==> config.mk <==
export PLATFORM = sky130hd
export DESIGN_NAME = audio_irq_aggregator
export DESIGN_NICKNAME = d
export VERILOG_FILES = /design/src/rtl/aai_pkg.sv /design/src/rtl/aai_enable_reg.sv /design/src/rtl/aai_sticky_bank.sv /design/src/rtl/aai_read_port.sv /design/src/rtl/audio_irq_aggregator.sv
export SDC_FILE = /design/constraint.sdc
export NUM_CORES = 1
export LEC_CHECK = 0
export BUFFER_PORTS_ARGS = -buffer_cell sky130_fd_sc_hd__buf_2
export CORE_UTILIZATION = 40
export CTS_CLUSTER_DIAMETER = 200
export CTS_CLUSTER_SIZE = 24
export DETAILED_ROUTE_END_ITERATION = 8
export GPL_ROUTABILITY_DRIVEN = 0
export GPL_TIMING_DRIVEN = 0
export PLACE_DENSITY = 0.71
export SLEW_MARGIN = 25
export SYNTH_ARGS = -nofsm -noshare
export SYNTH_HDL_FRONTEND = slang
export SYNTH_SLANG_ARGS = --single-unit
==> constraint.sdc <==
create_clock -name clk -period 2.2 [get_ports clk]
set_clock_uncertainty 0.15 [all_clocks]
set_input_delay 0.33 -clock clk [delete_from_list [all_inputs] [get_ports clk]]
set_output_delay 0.33 -clock clk [all_outputs]
set_load 0.05 [all_outputs]
==> src/rtl/aai_pkg.sv <==
package aai_pkg;
  localparam int ADDR_W   = 7;
  localparam int DATA_W   = 8;
  localparam int TX_N     = 3;
  localparam int RX_N     = 4;
  localparam int CVT_N    = 3;
  localparam int STAT_W   = 1 + TX_N + RX_N;
  localparam logic [ADDR_W-1:0] EN_ADDR   = 7'h1B;
  localparam logic [ADDR_W-1:0] STAT_ADDR = 7'h1C;
  // receiver A/B mismatch is the top receiver bit; it never drives irq
  localparam int QUIET_BIT = RX_N - 1;
  localparam logic [STAT_W-1:0] IRQ_SEL = ~(STAT_W'(1) << QUIET_BIT);
endpackage

==> src/rtl/aai_enable_reg.sv <==
module aai_enable_reg
  import aai_pkg::*;
#(
  parameter int AW = ADDR_W,
  parameter int DW = DATA_W,
  parameter int EN_N = CVT_N,
  parameter logic [AW-1:0] MY_ADDR = EN_ADDR
) (
  input  logic          clk,
  input  logic          rst,
  input  logic [AW-1:0] wr_addr,
  input  logic          wr_en,
  input  logic [DW-1:0] wr_data,
  output logic [EN_N-1:0] en_q
);
  logic hit;
  logic unused_wdata_hi;

  assign hit = wr_en && (wr_addr == MY_ADDR);
  assign unused_wdata_hi = ^wr_data[DW-1:EN_N];

  always_ff @(posedge clk) begin
    if (rst) en_q <= '0;
    else if (hit) en_q <= wr_data[EN_N-1:0];
  end

  a_r5_enable_holds: assert property (@(posedge clk) disable iff (rst)
    !hit |=> $stable(en_q));
  a_r5_enable_loads: assert property (@(posedge clk) disable iff (rst)
    hit |=> (en_q == $past(wr_data[EN_N-1:0])));
endmodule

==> src/rtl/aai_sticky_bank.sv <==
module aai_sticky_bank #(
  parameter int N = 8
) (
  input  logic         clk,
  input  logic         rst,
  input  logic [N-1:0] set_i,
  input  logic         clr_i,
  output logic [N-1:0] bits_q,
  output logic [N-1:0] bits_nxt
);
  for (genvar k = 0; k < N; k++) begin : g_cell
    // set has priority over a clearing read in the same cycle
    assign bits_nxt[k] = set_i[k] | (bits_q[k] & ~clr_i);

    always_ff @(posedge clk) begin
      if (rst) bits_q[k] <= 1'b0;
      else     bits_q[k] <= bits_nxt[k];
    end

    a_r4_set_wins: assert property (@(posedge clk) disable iff (rst)
      set_i[k] |=> bits_q[k]);
    a_r3_read_clears: assert property (@(posedge clk) disable iff (rst)
      (clr_i && !set_i[k]) |=> !bits_q[k]);
    a_r2_sticky_hold: assert property (@(posedge clk) disable iff (rst)
      (!clr_i && bits_q[k]) |=> bits_q[k]);
  end
endmodule

==> src/rtl/aai_read_port.sv <==
module aai_read_port
  import aai_pkg::*;
#(
  parameter int AW = ADDR_W,
  parameter int DW = DATA_W,
  parameter int SW = STAT_W,
  parameter int EW = CVT_N
) (
  input  logic          clk,
  input  logic          rst,
  input  logic [AW-1:0] rd_addr,
  input  logic          rd_en,
  input  logic [SW-1:0] stat_q,
  input  logic [EW-1:0] en_q,
  output logic [DW-1:0] rdata_q
);
  logic [DW-1:0] sel;

  always_comb begin
    sel = '0;
    if (rd_addr == STAT_ADDR)    sel[SW-1:0] = stat_q;
    else if (rd_addr == EN_ADDR) sel[EW-1:0] = en_q;
  end

  always_ff @(posedge clk) begin
    if (rst)        rdata_q <= '0;
    else if (rd_en) rdata_q <= sel;
  end

  a_r10_unmapped_zero: assert property (@(posedge clk) disable iff (rst)
    (rd_en && rd_addr != STAT_ADDR && rd_addr != EN_ADDR) |=> (rdata_q == '0));
  a_r10_idle_hold: assert property (@(posedge clk) disable iff (rst)
    !rd_en |=> $stable(rdata_q));
endmodule

==> src/rtl/audio_irq_aggregator.sv <==
module audio_irq_aggregator
  import aai_pkg::*;
(
  input  logic              clk,
  input  logic              rst,
  input  logic [ADDR_W-1:0] host_addr,
  input  logic [DATA_W-1:0] host_wdata,
  input  logic              host_we,
  input  logic              host_re,
  output logic [DATA_W-1:0] host_rdata,
  input  logic [TX_N-1:0]   tx_evt,
  input  logic [RX_N-1:0]   rx_evt,
  input  logic [CVT_N-1:0]  cvt_err,
  output logic              irq
);
  logic [CVT_N-1:0]  en_q;
  logic              cvt_hit;
  logic [STAT_W-1:0] set_vec;
  logic              stat_clr;
  logic [STAT_W-1:0] stat_q;
  logic [STAT_W-1:0] stat_nxt;
  logic              irq_q;

  aai_enable_reg u_enable (
    .clk(clk), .rst(rst),
    .wr_addr(host_addr), .wr_en(host_we), .wr_data(host_wdata),
    .en_q(en_q)
  );

  assign cvt_hit  = |(cvt_err & en_q);
  assign set_vec  = {cvt_hit, tx_evt, rx_evt};
  assign stat_clr = host_re && (host_addr == STAT_ADDR);

  aai_sticky_bank #(.N(STAT_W)) u_status (
    .clk(clk), .rst(rst),
    .set_i(set_vec), .clr_i(stat_clr),
    .bits_q(stat_q), .bits_nxt(stat_nxt)
  );

  aai_read_port u_read (
    .clk(clk), .rst(rst),
    .rd_addr(host_addr), .rd_en(host_re),
    .stat_q(stat_q), .en_q(en_q),
    .rdata_q(host_rdata)
  );

  // registered interrupt, computed from the next status value so it tracks stat_q
  always_ff @(posedge clk) begin
    if (rst) irq_q <= 1'b0;
    else     irq_q <= |(stat_nxt & IRQ_SEL);
  end
  assign irq = irq_q;

  a_r7_irq_tracks: assert property (@(posedge clk) disable iff (rst)
    irq == |(stat_q & IRQ_SEL));
  a_r6_summary_sets: assert property (@(posedge clk) disable iff (rst)
    (|(cvt_err & en_q)) |=> stat_q[STAT_W-1]);
  a_r8_irq_drops: assert property (@(posedge clk) disable iff (rst)
    (stat_clr && ((set_vec & IRQ_SEL) == '0)) |=> !irq);
  a_r9_status_write_inert: assert property (@(posedge clk) disable iff (rst)
    (host_we && host_addr == STAT_ADDR && !host_re && set_vec == '0)
      |=> (stat_q == $past(stat_q)));
  a_r5_enable_read_inert: assert property (@(posedge clk) disable iff (rst)
    (host_re && host_addr == EN_ADDR && !host_we) |=> $stable(en_q));
endmodule

==> metrics.md <==
| Metric | Value |
|---|---|
| Netlist cell types | 19 |
| Pwr dens | approximately 650 mW/mm2 |
| TritonCTS clock tree | yes |
| Leakage | roughly 0.44 nW |
| Fin nets | approximately 150 |
| Worst path arrival time | ~1.6 ns |
| Highest clock rate | between 600 and 700 MHz |
| Sequential power share | 0.585 |
| Via density per instance | 5.23 |
| Slowest stage delay, CP | around 0.55 ns |
| Routing usage on met1 | 0.212 |
| DRT iter0 DRCs | 19 |
| Fillers | about 180 |
| Least-Margin Pin Slew | about 0.64 ns |
| Tot Pwr | about 0.65 mW |
| Synthesized netlist cell count | 83 |
| Post-synth top area share | 0.510 |
| Area of the die | 0.00214 mm2 |
| HP Class | in -> reg |
| Resized Gates After CTS | 0 |
| Most used routing layer | met2 |
| P_sw | around 0.15 mW |
| CP max-delay cell | nor3b_1 |
| Final hold slack | 0.0843 ns |
| N_diodes | 0 |
| GR met2 Demand/Resource | 0.290 |
| CTS Buffer Depth | 2 |
| Final wirelength | roughly 1.7 mm |
| Final HPWL from detailed placement | 1.34 mm |
| Worst vdd ir | about 320 uV |
| Critical Path Sink Type | flop |
| Final setup violation count | 0 |
| Die X | about 46 um |
| CP Cell Sequence | buf_2, nor3b_1, nand3_2, a21oi_1, nor2_1 |
| Worst setup startpoint | host_addr[2] |
| CP required | 2.23 ns |
| Avg Cell Area, Syn | between 9 and 10 um2 |
| Row cnt | 15 |
| Die Ht | approximately 46 um |
| Post-synth top area cell | dfxtp_1 |
| Max Slew Vio Count | 0 |
| Status | finished clean |
| Setup CP Type | in -> reg |
| Yosys warning count | 0 |
| Post-synthesis sequential area ratio | 0.510 |
| Number of global-route vias before repair | 639 |
| Clk_lat worst skew | ~0.29 ns |
| Detailed-route via count | 748 |
| TritonCTS sink count | 20 |
| Slew HR | 0.571 |
| Clk pwr share | 0.324 |
| Switching Share | 0.230 |
| RSZ-0062 raised after global routing | no |
| CP startpoint kind | input port |
| Core ar. | ~0.0018 mm2 |
| IO Pins | 38 |
| CTS buffer count | 3 |
| Syn_nets | 112 |
| P&R area growth vs syn | 28.4% |
| Gr usage total | 0.180 |
| Final Critical Period | around 1.5 ns |
| Max-capacitance violation count | 0 |
| Synth top area cells | dfxtp_1, a21oi_1, nor2_1 |
| Internal | approximately 0.5 mW |
| Sum Neg Setup Slack | 0 ns |
| Fin crit share | 0.701 |
| Register bit total from synthesis | 20 |
| Post-DR wirelength/cell | 12.0 um |
| Final ANT Viol Nets | 0 |
| First-pass GRT wire length | 2.62 mm |
| HP Start | rx_evt[3] |
| Share of cells above drive strength 1 | 0.322 |
| GR Overflow Total | 0 |
| CTS root buffer | clkbuf_4 |
| H-tree depth | 1 |
| Hold Fails Final Rpt | 0 |
| Number of port buffers | 31 |
| Clk slew on worst S/H paths | about 0.11 ns |
| Initial Util | 0.440 |
| Met3 usage | 0.0353 |
| Reg2reg start | u_status.bits_q[1] |
| Combinational group share of total power | 0.091 |
| Setup Fix Bufs, Post-CTS | 0 |
| CTS Hold Bufs | 0 |
| Pin count of the biggest net entering global routing | 12 |
| Largest fanout on the critical path | 9 |
| Cell Area, Synth | around 780 um2 |
| DRT Pass-1 Iters | 4 |
| Initial antenna violation count | 0 |
| Residual DRC | 0 |
## layer usage
metal	vias to the layer above	share of wire	wire (um)
li1	371	-	-
met2	32	0.45	772
met1	339	0.46	793
met3	6	0.063	108
met5	-	0	0
met4	0	0.027	46
## stage by stage
stage	worst slack [ns]	util	std cells	area [um2]
2_1_floorplan	0.598	-	83	785
3_3_place_gp	0.379	0.545	139	971
3_5_place_dp	0.327	0.545	139	971
4_1_cts	0.640	0.565	143	1010
5_1_grt	0.601	0.565	143	1010
6_report	0.657	0.565	143	1010
## state kept, by name, summed over array words and instances (netlist names)
signal and count:
u_read.rdata_q 8, u_enable.en_q 3, u_status.bits_q 8, irq 1
## power by group through the flow
stage / Combinational (mW) / Sequential, mW / Clock (mW)
global route: 0.0650 / 0.382 / 0.229
global placement: 0.0581 / 0.388 / 0
detailed placement: 0.0594 / 0.389 / 0
finish: 0.0592 / 0.381 / 0.211
CTS: 0.0596 / 0.380 / 0.211
floorplan: 0.0259 / 0.390 / 0
## cell type report
type,instances,area (um2),area share
plain buffers,2,7.51,0.00745
clock buffers,4,36.3,0.0360
multi-input cells,61,377,0.374
flip-flops and latches,20,400,0.398
well taps,25,31.3,0.0311
repair buffers,31,155,0.154
## worst paths after layout
kind	end	slack [ns]	cells past startpoint
min reg2reg	u_read.rdata_q[1]	0.34	1
min	u_status.bits_q[3]	0.08	3
max	u_status.bits_q[5]	0.66	5
max reg2reg	irq	0.68	3
## cell usage after synthesis
cell type / n
nor2b_1: 5
a222oi_1: 1
or4_1: 2
clkbuf_1: 2
mux2i_1: 3
dfxtp_1: 20
nor4_4: 1
and2_1: 1
nor3b_1: 3
a22o_1: 6
a21oi_1: 13
nand3_2: 1
and3_1: 1
o41ai_1: 1
nand2_1: 3
nor3_1: 1
a31oi_1: 1
or3b_4: 1
nor2_1: 17
## layout by cell type (no fill, tap or decap), drive strengths merged
master and count:
nor2b 5, nor4 1, or4 2, a21oi 13, a31oi 1, or3b 1, nor3b 3, a22o 6
nand3 1, o41ai 1, buf 31, a222oi 1, nor2 17, nand2 3, nor3 1, and2 1
mux2i 3, clkbuf 6, dfxtp 20, and3 1
## critical path, delay by kind of cell
family                 cells  cell delay, ns
buffers and inverters      1            0.12
AO/OA/AOI/OAI              1            0.21
AND/OR/NAND/NOR            3            0.91
## cell families (layout without fill, tap and decap cells)
| family | after synthesis | after routing | synth area share |
|---|---|---|---|
| simple gates | 36 | 36 | 0.260 |
| flops | 20 | 20 | 0.510 |
| mux | 3 | 3 | 0.0383 |
| buf+inv | 2 | 37 | 0.00957 |
| compound gates | 22 | 22 | 0.182 |
No activity file was read; power rests on OpenSTA's default activity.
